[src/rtl/sar_pkg.sv]
package sar_pkg;
   typedef enum logic [1:0] {
      ST_IDLE   = 2'd0,
      ST_SAMPLE = 2'd1,
      ST_TRIAL  = 2'd2,
      ST_EOC    = 2'd3
   } sar_state_e;
endpackage

[src/rtl/sar_in_sync.sv]
module sar_in_sync #(
   parameter int W      = 4,
   parameter int STAGES = 2
) (
   input  logic         clk,
   input  logic         rst_n,
   input  logic [W-1:0] d_i,
   output logic [W-1:0] q_o
);
   generate
      if (STAGES == 0) begin : g_bypass
         assign q_o = d_i;
      end else begin : g_chain
         logic [STAGES-1:0][W-1:0] pipe;
         always_ff @(posedge clk or negedge rst_n) begin
            if (!rst_n) begin
               pipe <= '0;
            end else begin
               pipe[0] <= d_i;
               for (int i = 1; i < STAGES; i++) pipe[i] <= pipe[i-1];
            end
         end
         assign q_o = pipe[STAGES-1];
      end
   endgenerate
endmodule

[src/rtl/sar_start_det.sv]
module sar_start_det (
   input  logic clk,
   input  logic rst_n,
   input  logic en_i,
   input  logic sel_n_i,
   input  logic rd_cnv_i,
   output logic start_o
);
   logic cond, cond_q;

   assign cond = en_i & ~sel_n_i & ~rd_cnv_i;

   always_ff @(posedge clk or negedge rst_n) begin
      if (!rst_n) cond_q <= 1'b0;
      else        cond_q <= cond;
   end

   assign start_o = cond & ~cond_q;

   AST_START_SINGLE: assert property (@(posedge clk) disable iff (!rst_n)
      start_o |=> !start_o);
endmodule

[src/rtl/sar_seq.sv]
module sar_seq
   import sar_pkg::*;
#(
   parameter int RES_W   = 12,
   parameter int SHORT_W = 8
) (
   input  logic             clk,
   input  logic             rst_n,
   input  logic             start_i,
   input  logic             short_i,
   input  logic             cmp_lt_i,
   output logic             busy_o,
   output logic [RES_W-1:0] trial_o,
   output logic [RES_W-1:0] result_o,
   output logic             eoc_o
);
   localparam int LOW_W = RES_W - SHORT_W;
   localparam logic [RES_W-1:0] MSB_ONE = {1'b1, {(RES_W-1){1'b0}}};
   localparam logic [RES_W-1:0] RESID   = RES_W'(1) << (LOW_W - 1);

   sar_state_e       st;
   logic [RES_W-1:0] sar;
   logic [RES_W-1:0] ptr;
   logic             short_q;
   logic             last_trial;

   assign last_trial = ptr[0] | (short_q & ptr[LOW_W]);
   assign trial_o    = (st == ST_TRIAL) ? (sar | ptr) : sar;

   always_ff @(posedge clk or negedge rst_n) begin
      if (!rst_n) begin
         st       <= ST_IDLE;
         sar      <= '0;
         ptr      <= '0;
         short_q  <= 1'b0;
         busy_o   <= 1'b0;
         eoc_o    <= 1'b0;
         result_o <= '0;
      end else begin
         eoc_o <= 1'b0;
         if (start_i) short_q <= short_i;
         case (st)
            ST_IDLE: begin
               if (start_i) begin
                  st     <= ST_SAMPLE;
                  sar    <= '0;
                  ptr    <= '0;
                  busy_o <= 1'b1;
               end
            end
            ST_SAMPLE: begin
               ptr <= MSB_ONE;
               st  <= ST_TRIAL;
            end
            ST_TRIAL: begin
               if (cmp_lt_i) sar <= sar | ptr;
               ptr <= ptr >> 1;
               if (last_trial) st <= ST_EOC;
            end
            ST_EOC: begin
               result_o <= short_q ? (sar | RESID) : sar;
               busy_o   <= 1'b0;
               eoc_o    <= 1'b1;
               ptr      <= '0;
               st       <= ST_IDLE;
            end
            default: st <= ST_IDLE;
         endcase
      end
   end

   AST_EOC_NOT_BUSY: assert property (@(posedge clk) disable iff (!rst_n)
      eoc_o |-> !busy_o);
   AST_BUSY_FALL_EOC: assert property (@(posedge clk) disable iff (!rst_n)
      $fell(busy_o) |-> eoc_o);
   AST_NO_RESTART: assert property (@(posedge clk) disable iff (!rst_n)
      (start_i && st != ST_IDLE) |=> st != ST_SAMPLE);
   AST_SAMPLE_CLEAR: assert property (@(posedge clk) disable iff (!rst_n)
      (st == ST_SAMPLE) |-> (sar == '0));
   AST_PTR_ONEHOT0: assert property (@(posedge clk) disable iff (!rst_n)
      $onehot0(ptr));
   AST_TRIAL_ONE_BIT: assert property (@(posedge clk) disable iff (!rst_n)
      (st == ST_TRIAL) |-> ($countones(ptr) == 1));
   AST_SHORT_TAIL: assert property (@(posedge clk) disable iff (!rst_n)
      (st == ST_EOC && short_q) |=> (result_o[LOW_W-1:0] == RESID[LOW_W-1:0]));
endmodule

[src/rtl/sar_conv_ctrl.sv]
module sar_conv_ctrl #(
   parameter int RES_W       = 12,
   parameter int SHORT_W     = 8,
   parameter int SYNC_STAGES = 2
) (
   input  logic             clk,
   input  logic             rst_n,
   input  logic             en_i,
   input  logic             sel_n_i,
   input  logic             rd_cnv_i,
   input  logic             short_i,
   input  logic             cmp_lt_i,
   output logic             busy_o,
   output logic [RES_W-1:0] trial_o,
   output logic [RES_W-1:0] result_o,
   output logic             eoc_o
);
   localparam int N_CTRL = 4;

   generate
      if (SHORT_W < 1 || SHORT_W >= RES_W) begin : g_bad_len
         $error("SHORT_W must be between 1 and RES_W-1");
      end
      if (SYNC_STAGES < 0) begin : g_bad_sync
         $error("SYNC_STAGES must not be negative");
      end
   endgenerate

   logic [N_CTRL-1:0] ctrl_raw, ctrl_s;
   logic              start;

   assign ctrl_raw = {short_i, rd_cnv_i, sel_n_i, en_i};

   sar_in_sync #(.W(N_CTRL), .STAGES(SYNC_STAGES)) u_sync (
      .clk   (clk),
      .rst_n (rst_n),
      .d_i   (ctrl_raw),
      .q_o   (ctrl_s)
   );

   sar_start_det u_start (
      .clk      (clk),
      .rst_n    (rst_n),
      .en_i     (ctrl_s[0]),
      .sel_n_i  (ctrl_s[1]),
      .rd_cnv_i (ctrl_s[2]),
      .start_o  (start)
   );

   sar_seq #(.RES_W(RES_W), .SHORT_W(SHORT_W)) u_seq (
      .clk      (clk),
      .rst_n    (rst_n),
      .start_i  (start),
      .short_i  (ctrl_s[3]),
      .cmp_lt_i (cmp_lt_i),
      .busy_o   (busy_o),
      .trial_o  (trial_o),
      .result_o (result_o),
      .eoc_o    (eoc_o)
   );

   AST_BUSY_NEEDS_START: assert property (@(posedge clk) disable iff (!rst_n)
      $rose(busy_o) |-> $past(start));
endmodule

[config.mk]
export PLATFORM = sky130hd
export DESIGN_NAME = sar_conv_ctrl
export DESIGN_NICKNAME = d
export VERILOG_FILES = /design/src/rtl/sar_pkg.sv /design/src/rtl/sar_in_sync.sv /design/src/rtl/sar_start_det.sv /design/src/rtl/sar_seq.sv /design/src/rtl/sar_conv_ctrl.sv
export SDC_FILE = /design/constraint.sdc
export NUM_CORES = 1
export LEC_CHECK = 0
export BUFFER_PORTS_ARGS = -buffer_cell sky130_fd_sc_hd__buf_4
export CAP_MARGIN = 0
export CORE_MARGIN = 2
export CORE_UTILIZATION = 62
export CTS_BUF_LIST = sky130_fd_sc_hd__clkbuf_2
export DETAILED_ROUTE_END_ITERATION = 6
export PLACE_DENSITY = 0.86
export SYNTH_ARGS = -nofsm -noshare
export SYNTH_HDL_FRONTEND = slang
export SYNTH_SLANG_ARGS = --single-unit
[constraint.sdc]
create_clock -name clk -period 3.35 [get_ports clk]
set_input_delay 0.67 -clock clk [delete_from_list [all_inputs] [get_ports clk]]
set_output_delay 0.67 -clock clk [all_outputs]
set_load 0.01 [all_outputs]
==> flow_summary.toml, run 1 <==
[status]
status = "complete, no violations"

[clock_tree]
cts_setup_buffers = 0
clock_sinks = 50
clk_latency_ns = 0.43
ctsResizeCount = 0
cts_buffers = 5
root_buffer = "clkbuf_2"
clk_pin_slew_ns = 0.25
cts.htree.levels = 2
holdBufCountCts = 0
cts_buffer_depth = 2
cts_tree = "yes"

[worst_setup_path]
reg2reg_slack_ns = 1.16
r2r_end = "u_seq.ptr[11]"
regToRegStartpoint = "u_sync.q_o[1]"
cp.required_ns = 2.68
cp.arrival_ns = 2.26
startpoint_type = "register"
reg2reg_depth = 3
worstPathMaxFanout = 27
end_kind = "output pin"
path_class = "reg -> out"

[global_route]
use_met2_pct = 39.1
antenna_found_initial = 0
grt_start_max_net_pins = 51
overflow = 0
grt_pass1_wl_um = 6400
gr-usage-met1_pct = 29.1
grt_pass1_vias = 1448
grtUsageTotal_pct = 23.2
top_usage_layer = "met2"
met3_usage_pct = 5.80

[placement]
io_buffers = 32
dpl-instance-area_um2 = 2330
hpwl_um = 2610
place_congestion = 0.768

[floorplan]
chipWidth_um = 62.1
core_um2 = 3280
rows = 21
die_h_um = 62.1
io_pins = 33
dieArea_um2 = 3850
initial_core_util_pct = 63.6

[timing]
rsz0062_at_grt = "false"
hold_viol = 0
finalCriticalPeriod_ns = 2.93
max_freq_mhz = 341
slew_violations = 0
setup_tns_ns = 0
tightestPinTransition_ns = 0.925
finalCritPeriodShare_pct = 87.5
finalSetupViolCount = 0
relSlewSlack_pct = 38.4
clock_skew_ns = 0.0230

[logic_synthesis]
synth_seq_cells = 50
synthesis.area_um2 = 2090
yosysUniqueCellTypes = 25
syn_inst = 182
synth_nets = 194
yosysWarningCount = 0
syn_avg_cell_area_um2 = 11.5
yosysSeqAreaShare_pct = 59.9

[power]
peakVddDrop_uv = 371
p_leak_nw = 1.20
pwr_density_cell_nw_per_um2 = 687

[finish]
final_layout_size_suffix_gt1_share_pct = 26.2
fillers = 220
nets = 221
n_antenna_cell = 0
areaGrowthSynthToFinish_pct = 15.7
final_area_um2 = 2420

[flow_run]
max_cap_violations = 0

[routing]
drcViolationCount = 0
drtIter0Drc = 110
route.detailed.wl_per_inst_um = 15.8
drt_wl_total_um = 4040
drt_first_pass_iters = 4
ant_nets = 0
vias = 1462
avgViaCountPerCell = 5.71

[hold_path]
hold_path.class = "in -> async"
-- critical path: stages, from the launching register on --
cell,delay (ns)
dfrtp_1,0.48
inv_1,0.12
ha_1,0.78
nand2_1,0.18
nand2b_1,0.13
buf_4,0.12
-- layout by cell type, fill, tap and decap left out, types with 5 or more instances in the layout --
| master | count |
|---|---|
| dfrtp_1 | 50 |
| buf_4 | 33 |
| nand3_1 | 24 |
| nand2_1 | 15 |
| a21oi_1 | 14 |
| mux2_2 | 12 |
| o21a_1 | 12 |
| nand2b_1 | 11 |
| o21ai_1 | 10 |
| ha_1 | 5 |
| clkbuf_2 | 5 |
-- cell type report --
type                            count  area [um2]  area share, %
Sequential cell                    50        1250           51.7
Multi-Input combinational cell    116         762           31.5
Tap cell                           46        57.6           2.38
Timing Repair Buffer               33         248           10.2
Inverter                            3        11.3          0.466
Clock inverter                      3        63.8           2.64
Clock buffer                        5        25.0           1.03
-- synthesized netlist by cell type --
cell,instances,share of area (%)
buf_6,2,1.1
or4b_1,1,0.48
a21oi_1,14,3.4
dfrtp_1,50,60
nand2_1,15,2.7
mux2_2,12,6.5
o32a_1,1,0.48
and2_4,1,0.42
ha_1,5,3.0
buf_1,2,0.36
nor4b_1,1,0.42
o21ai_1,10,2.4
clkbuf_1,8,1.4
nor2_1,2,0.36
inv_1,3,0.54
a32oi_2,1,0.78
nand2b_1,11,3.3
o21a_1,12,4.3
buf_2,1,0.24
nand3_1,24,5.7
mux2_4,1,0.72
o21ai_0,2,0.48
a21o_1,1,0.36
nor3b_1,1,0.36
nand3b_1,1,0.36
-- registers in the layout (all words and copies together) (netlist names) --
| register | cells |
|---|---|
| u_start.cond_q | 1 |
| u_sync.g_chain.pipe | 4 |
| u_seq.result_o | 12 |
| u_seq.busy_o | 1 |
| u_seq.ptr | 12 |
| u_seq.sar | 12 |
| u_seq.eoc_o | 1 |
| u_sync.q_o | 4 |
| u_seq.st | 2 |
| u_seq.short_q | 1 |
-- cell families (layout without fill, tap and decap cells) --
family | after synthesis | count (layout) | synth area share [%]
AO/OA/AOI/OAI | 41 | 41 | 12.2
flip-flops | 50 | 50 | 59.9
buffers and inverters | 16 | 44 | 3.65
AND/OR/NAND/NOR | 57 | 57 | 14.1
adder cells (fa/ha/maj) | 5 | 5 | 2.99
multiplexers | 13 | 13 | 7.19
-- through the flow --
stage / setup slack (ns) / util, % / total power, mW / std cells / hold WS [ns]
after floorplan: 1.31 / - / 1.11 / 182 / 0.331
after global placement: 1.07 / 70.9 / 1.25 / 248 / 0.332
after detailed placement: 0.954 / 70.9 / 1.29 / 248 / 0.340
after CTS: 0.417 / 73.6 / 1.67 / 256 / 0.220
after global routing: 0.245 / 73.6 / 1.75 / 256 / 0.233
final: 0.419 / 73.6 / 1.66 / 256 / 0.208
-- metal layers --
metal / routed length (um) / share of wire, %
met2: 1990 / 49
met3: 271 / 6.7
met5: 0 / 0
met1: 1700 / 42
met4: 76 / 1.9
-- worst max path at each step --
| stage | start | to | slack, ns | depth (start not counted) |
|---|---|---|---|---|
| floorplan | u_seq.st[0] | trial_o[5] | 1.31 | 6 |
| global placement | u_seq.st[0] | trial_o[1] | 1.07 | 5 |
| detailed placement | u_seq.st[0] | trial_o[1] | 0.95 | 5 |
| CTS | u_seq.st[0] | trial_o[1] | 0.42 | 5 |
| global route | u_seq.st[0] | trial_o[3] | 0.24 | 5 |
| finish | u_seq.st[0] | trial_o[7] | 0.42 | 5 |
-- where the power goes --
group          internal (mW)  leakage (nW)  total (mW)  switching [mW]
Combinational          0.231         0.489       0.529           0.298
Sequential             0.689         0.662       0.747          0.0578
Clock                  0.198        0.0506       0.386           0.188
(Power assumes the default switching activity.)
==> inputs of run 2 (changes only) <==
--- a/config.mk
+++ b/config.mk
@@ -5,13 +5,14 @@
 export SDC_FILE = /design/constraint.sdc
 export NUM_CORES = 1
 export LEC_CHECK = 0
+export ABC_CLOCK_PERIOD_IN_PS = 3350
 export BUFFER_PORTS_ARGS = -buffer_cell sky130_fd_sc_hd__buf_4
 export CAP_MARGIN = 0
 export CORE_MARGIN = 2
 export CORE_UTILIZATION = 62
 export CTS_BUF_LIST = sky130_fd_sc_hd__clkbuf_2
 export DETAILED_ROUTE_END_ITERATION = 6
-export PLACE_DENSITY = 0.86
+export PLACE_DENSITY_LB_ADDON = 0.3
 export SYNTH_ARGS = -nofsm -noshare
 export SYNTH_HDL_FRONTEND = slang
 export SYNTH_SLANG_ARGS = --single-unit
==> run 2 against run 1 <==
Final area fell by 0.88%. Setup slack better by 0.035 ns. Power decreased by 4.9%. Critical path type unchanged. Critical endpoint is now trial_o[3].
==> flow_summary.toml, run 2 (synthesis gave the netlist of run 1 again) <==
[status]
status = "complete, no violations"

[timing]
finalCriticalPeriod_ns = 2.90
slew_violations = 0
clock_skew_ns = 0.00942
tightestPinTransition_ns = 0.894
finalSetupViolCount = 0
max_freq_mhz = 345
hold_viol = 0
relSlewSlack_pct = 40.4
fin_ws_ns = 0.455
rsz0062_at_grt = "false"
setup_tns_ns = 0
finalCritPeriodShare_pct = 86.4

[global_route]
grtUsageTotal_pct = 22.3
antenna_found_initial = 0
grt_pass1_vias = 1394
grt_start_max_net_pins = 51
overflow = 0
grt_pass1_wl_um = 6160

[power]
p_leak_nw = 1.19
pwr_density_cell_nw_per_um2 = 659
peakVddDrop_uv = 391

[finish]
final_area_um2 = 2400
nets = 221
reg_top3 = "u_seq.ptr (12), u_seq.result_o (12), u_seq.sar (12)"
final_layout_size_suffix_gt1_share_pct = 26.7
n_antenna_cell = 0
areaGrowthSynthToFinish_pct = 14.7
final_common_cell = "dfrtp_1"
utilization_pct = 73.0
final_cell_mix = "50 x dfrtp_1, 33 x buf_4, 24 x nand3_1"

[routing]
drcViolationCount = 0
drt_first_pass_iters = 5
drt_wl_total_um = 3890
avgViaCountPerCell = 5.70
drtIter0Drc = 77
route.detailed.wl_per_inst_um = 15.2
vias = 1459
ant_nets = 0

[hold_path]
hold_path.class = "in -> async"

[worst_setup_path]
startpoint_type = "register"
slowest_delay_ns = 0.76
cp_cell_sequence = "inv_1, ha_1, nand2_1, nand2b_1, buf_4"
worstPathMaxFanout = 27
path_class = "reg -> out"
cp.arrival_ns = 2.23
slowest_stage = "ha_1"
cp.required_ns = 2.68
end_kind = "output pin"

[placement]
dpl-instance-area_um2 = 2330
pre_cts_slack_ns = 0.947
place_congestion = 0.743
io_buffers = 32
hpwl_um = 2520

[floorplan]
dieArea_um2 = 3850
core_um2 = 3280
chipWidth_um = 62.1
initial_core_util_pct = 63.6
rows = 21
die_h_um = 62.1
io_pins = 33

[clock_tree]
holdBufCountCts = 0
clk_latency_ns = 0.42
root_buffer = "clkbuf_2"
clk_pin_slew_ns = 0.23
cts_buffers = 5
clock_sinks = 50
cts.htree.levels = 2
cts_setup_buffers = 0
cts_buffer_depth = 2
ctsResizeCount = 0
cts_tree = "yes"

[flow_run]
max_cap_violations = 0
[run 2: changes by cell type in the layout (fill, tap and decap cells not counted), sizes merged]
| cell | change |
|---|---|
| bufinv | -1 |
| clkbuf | +1 |
| clkinv | -1 |
| clkinvlp | +1 |
[run 2: final cells by class]
cell class	count	area [um2]
Sequential cell	50	1250
Clock inverter	2	37.5
Multi-Input combinational cell	116	762
Fill cell	230	887
Tap cell	46	57.6
Timing Repair Buffer	33	248
Inverter	3	11.3
Clock buffer	6	30.0
[run 2: routing by layer]
| layer | up-vias | track usage [%] | share of wire, % |
|---|---|---|---|
| li1 | 681 | - | - |
| met4 | 0 | 6.38 | 1.2 |
| met1 | 718 | 25.9 | 42 |
| met3 | 6 | 6.63 | 7.9 |
| met2 | 54 | 39.9 | 49 |
| met5 | - | 0 | 0 |
[run 2: final timing paths]
kind | start | end | slack, ns | cells past startpoint
max | u_seq.st[0] | trial_o[3] | 0.45 | 5
min reg2reg | u_sync.g_chain.pipe[3] | u_sync.q_o[3] | 0.38 | 0
min in group clk | en_i | u_sync.g_chain.pipe[0] | 0.34 | 1
min | rst_n | u_seq.sar[1] | 0.21 | 1
max reg2reg | u_seq.st[0] | u_seq.sar[5] | 1.17 | 5
max in group asynchronous | rst_n | u_sync.q_o[2] | 2.74 | 1
[run 2: through the flow]
step / hold WS, ns / std cells / total power, mW
after floorplan: 0.331 / 182 / 1.11
after global placement: 0.333 / 248 / 1.25
after detailed placement: 0.335 / 248 / 1.28
after CTS: 0.204 / 256 / 1.59
after global routing: 0.210 / 256 / 1.68
final: 0.209 / 256 / 1.58
[run 2: report_power, final]
group	internal [mW]	total, mW	switching, mW
Sequential	0.689	0.747	0.0588
Clock	0.129	0.313	0.184
Combinational	0.231	0.520	0.289
Total	1.05	1.58	0.533
[run 2: worst max-delay path: cells and delay by family (launching register included)]
| kind | cells | cell delay [ns] |
|---|---|---|
| adders and majority gates | 1 | 0.76 |
| DFF | 1 | 0.47 |
| and+or+nand+nor | 2 | 0.33 |
| buffers and inverters | 2 | 0.25 |
==> inputs of run 3 (changes only) <==
--- a/config.mk
+++ b/config.mk
@@ -5,11 +5,12 @@
 export SDC_FILE = /design/constraint.sdc
 export NUM_CORES = 1
 export LEC_CHECK = 0
+export ABC_AREA = 1
 export ABC_CLOCK_PERIOD_IN_PS = 3350
 export BUFFER_PORTS_ARGS = -buffer_cell sky130_fd_sc_hd__buf_4
 export CAP_MARGIN = 0
 export CORE_MARGIN = 2
-export CORE_UTILIZATION = 62
+export CORE_UTILIZATION = 63
 export CTS_BUF_LIST = sky130_fd_sc_hd__clkbuf_2
 export DETAILED_ROUTE_END_ITERATION = 6
 export PLACE_DENSITY_LB_ADDON = 0.3
==> run 3 against run 2 <==
Utilization is 1.6 points higher. Non-clock buffer count fell by 1. Largest power group unchanged. Power decreased by 3.7%. Fmax down 1.4%. Synthesized cell count increased by 39%.
==> flow_summary.toml, run 3 <==
[status]
status = "complete, no violations"

[clock_tree]
cts_buffer_depth = 2
cts_setup_buffers = 0
ctsResizeCount = 0
cts_buffers = 5
holdBufCountCts = 0
cts.htree.levels = 2
cts_tree = "yes"
clock_sinks = 50
clk_pin_slew_ns = 0.26
clk_latency_ns = 0.43
root_buffer = "clkbuf_2"

[global_route]
overflow = 0
antenna_found_initial = 0
grt_pass1_wl_um = 7180
grt_start_max_net_pins = 51
grtUsageTotal_pct = 23.6
grt_pass1_vias = 1717

[worst_setup_path]
end_kind = "output pin"
cp.required_ns = 2.68
r2r_end = "u_seq.sar[8]"
startpoint_type = "register"
path_class = "reg -> out"
reg2reg_depth = 6
cp.arrival_ns = 2.27
reg2reg_slack_ns = 1.06
regToRegStartpoint = "u_seq.st[0]"
worstPathMaxFanout = 16

[floorplan]
core_um2 = 3310
initial_core_util_pct = 65.3
dieArea_um2 = 3920
die_h_um = 62.6
io_pins = 33
rows = 21
chipWidth_um = 62.6

[placement]
dpl-instance-area_um2 = 2400
hpwl_um = 2710
io_buffers = 32
pre_cts_slack_ns = 0.899
place_congestion = 0.807
dp.cells = 321

[finish]
fillers = 270
final_common_cell = "nand2_1"
final_layout_size_suffix_gt1_share_pct = 15.2
areaGrowthSynthToFinish_pct = 14.1
reg_top3 = "u_seq.ptr (12), u_seq.result_o (12), u_seq.sar (12)"
nets = 294
utilization_pct = 74.6
fin_cells = 329
n_antenna_cell = 0
final_area_um2 = 2470
final_cell_mix = "83 x nand2_1, 50 x dfrtp_1, 43 x inv_1"

[timing]
relSlewSlack_pct = 55.3
max_freq_mhz = 340
fin_hold_ws_ns = 0.199
tightestPinTransition_ns = 0.670
finalCritPeriodShare_pct = 87.7
slew_violations = 0
fin_ws_ns = 0.413
setup_tns_ns = 0
rsz0062_at_grt = "false"
clock_skew_ns = 0.0274
finalSetupViolCount = 0
hold_viol = 0
finalCriticalPeriod_ns = 2.94

[logic_synthesis]
synth.largest_area_cell = "dfrtp_1"
yosysSeqAreaShare_pct = 57.8
syn_avg_cell_area_um2 = 8.55
synth_most_common_cell = "nand2_1"
yosysWarningCount = 0
synthTopCellsByArea = "dfrtp_1 58%, nand2_1 14%, inv_1 7.5%, o21ai_0 5.8%, nand3_1 4.4%"
synthesis.area_um2 = 2160
synth_nets = 265
yosysTopAreaCellShare_pct = 57.8
ys.flop_type = "dfrtp_1"
async_reset_ff_share_pct = 100
syn_inst = 253
yosysUniqueCellTypes = 17
synth_common_cells = "83 x nand2_1, 50 x dfrtp_1, 43 x inv_1, 25 x o21ai_0, 19 x nand3_1"
synth_seq_cells = 50
synth-edff-count = 0

[hold_path]
hold_path.class = "in -> async"

[routing]
drt_first_pass_iters = 4
drt_wl_total_um = 4030
vias = 1668
avgViaCountPerCell = 5.07
drtIter0Drc = 131
ant_nets = 0
drcViolationCount = 0
route.detailed.wl_per_inst_um = 12.2

[power]
peakVddDrop_uv = 544
pwr_density_cell_nw_per_um2 = 617
p_total_mw = 1.52
p_leak_nw = 1.38

[flow_run]
max_cap_violations = 0
## run 3: changes by cell type in the layout (fill, tap and decap cells not counted), moves of 2 or more
| cell | change |
|---|---|
| o21ai_1 | -10 |
| o21a_1 | -12 |
| a21oi_1 | -2 |
| mux2_2 | -12 |
| inv_1 | +40 |
| nand3_1 | -5 |
| nand2b_1 | -11 |
| o21ai_0 | +23 |
| nand2_1 | +68 |
## run 3: where the power goes
part | switching [mW] | internal (mW)
sequential | 0.0387 | 0.666
clock | 0.188 | 0.129
combinational | 0.363 | 0.139
## run 3: per-layer routing
metal	up-vias	part of all wire (%)	GRT usage (%)
met5	-	0	0
met4	0	1.5	9.72
met3	5	4.0	5.59
met2	37	49	40.1
met1	793	45	29.1
li1	833	-	-
## run 3: worst max path at each step
stage	depth (start not counted)	startpoint	end	slack, ns
after floorplan	5	u_seq.st[0]	trial_o[0]	1.38
after global placement	5	u_seq.st[0]	trial_o[0]	0.95
after detailed placement	5	u_seq.st[0]	trial_o[0]	0.90
after CTS	5	u_seq.st[0]	trial_o[0]	0.40
after global routing	5	u_seq.st[0]	trial_o[0]	0.17
final	5	u_seq.st[0]	trial_o[0]	0.41
## run 3: cell families after synthesis
group	after synthesis	share of synthesized area, %
buffers and inverters	53	10.2
adders and majority gates	5	2.89
and+or+nand+nor	107	20.1
AOI/OAI and AO/OA	38	8.96
DFF	50	57.8
## run 3: critical path: stages (launching register included)
cell and delay, ns:
dfrtp_1 0.47, inv_1 0.12, ha_1 0.51, inv_1 0.37, o21ai_0 0.24, buf_4 0.15
## run 3: final cells by class
class	instances	area, um2	area share (%)
clock inverter	2	37.5	1.52
timing repair buffer	32	240	9.73
tap	46	57.6	2.33
multi-input combinational	150	691	28.0
inverter	43	161	6.54
sequential	50	1250	50.7
clock buffer	6	30.0	1.22
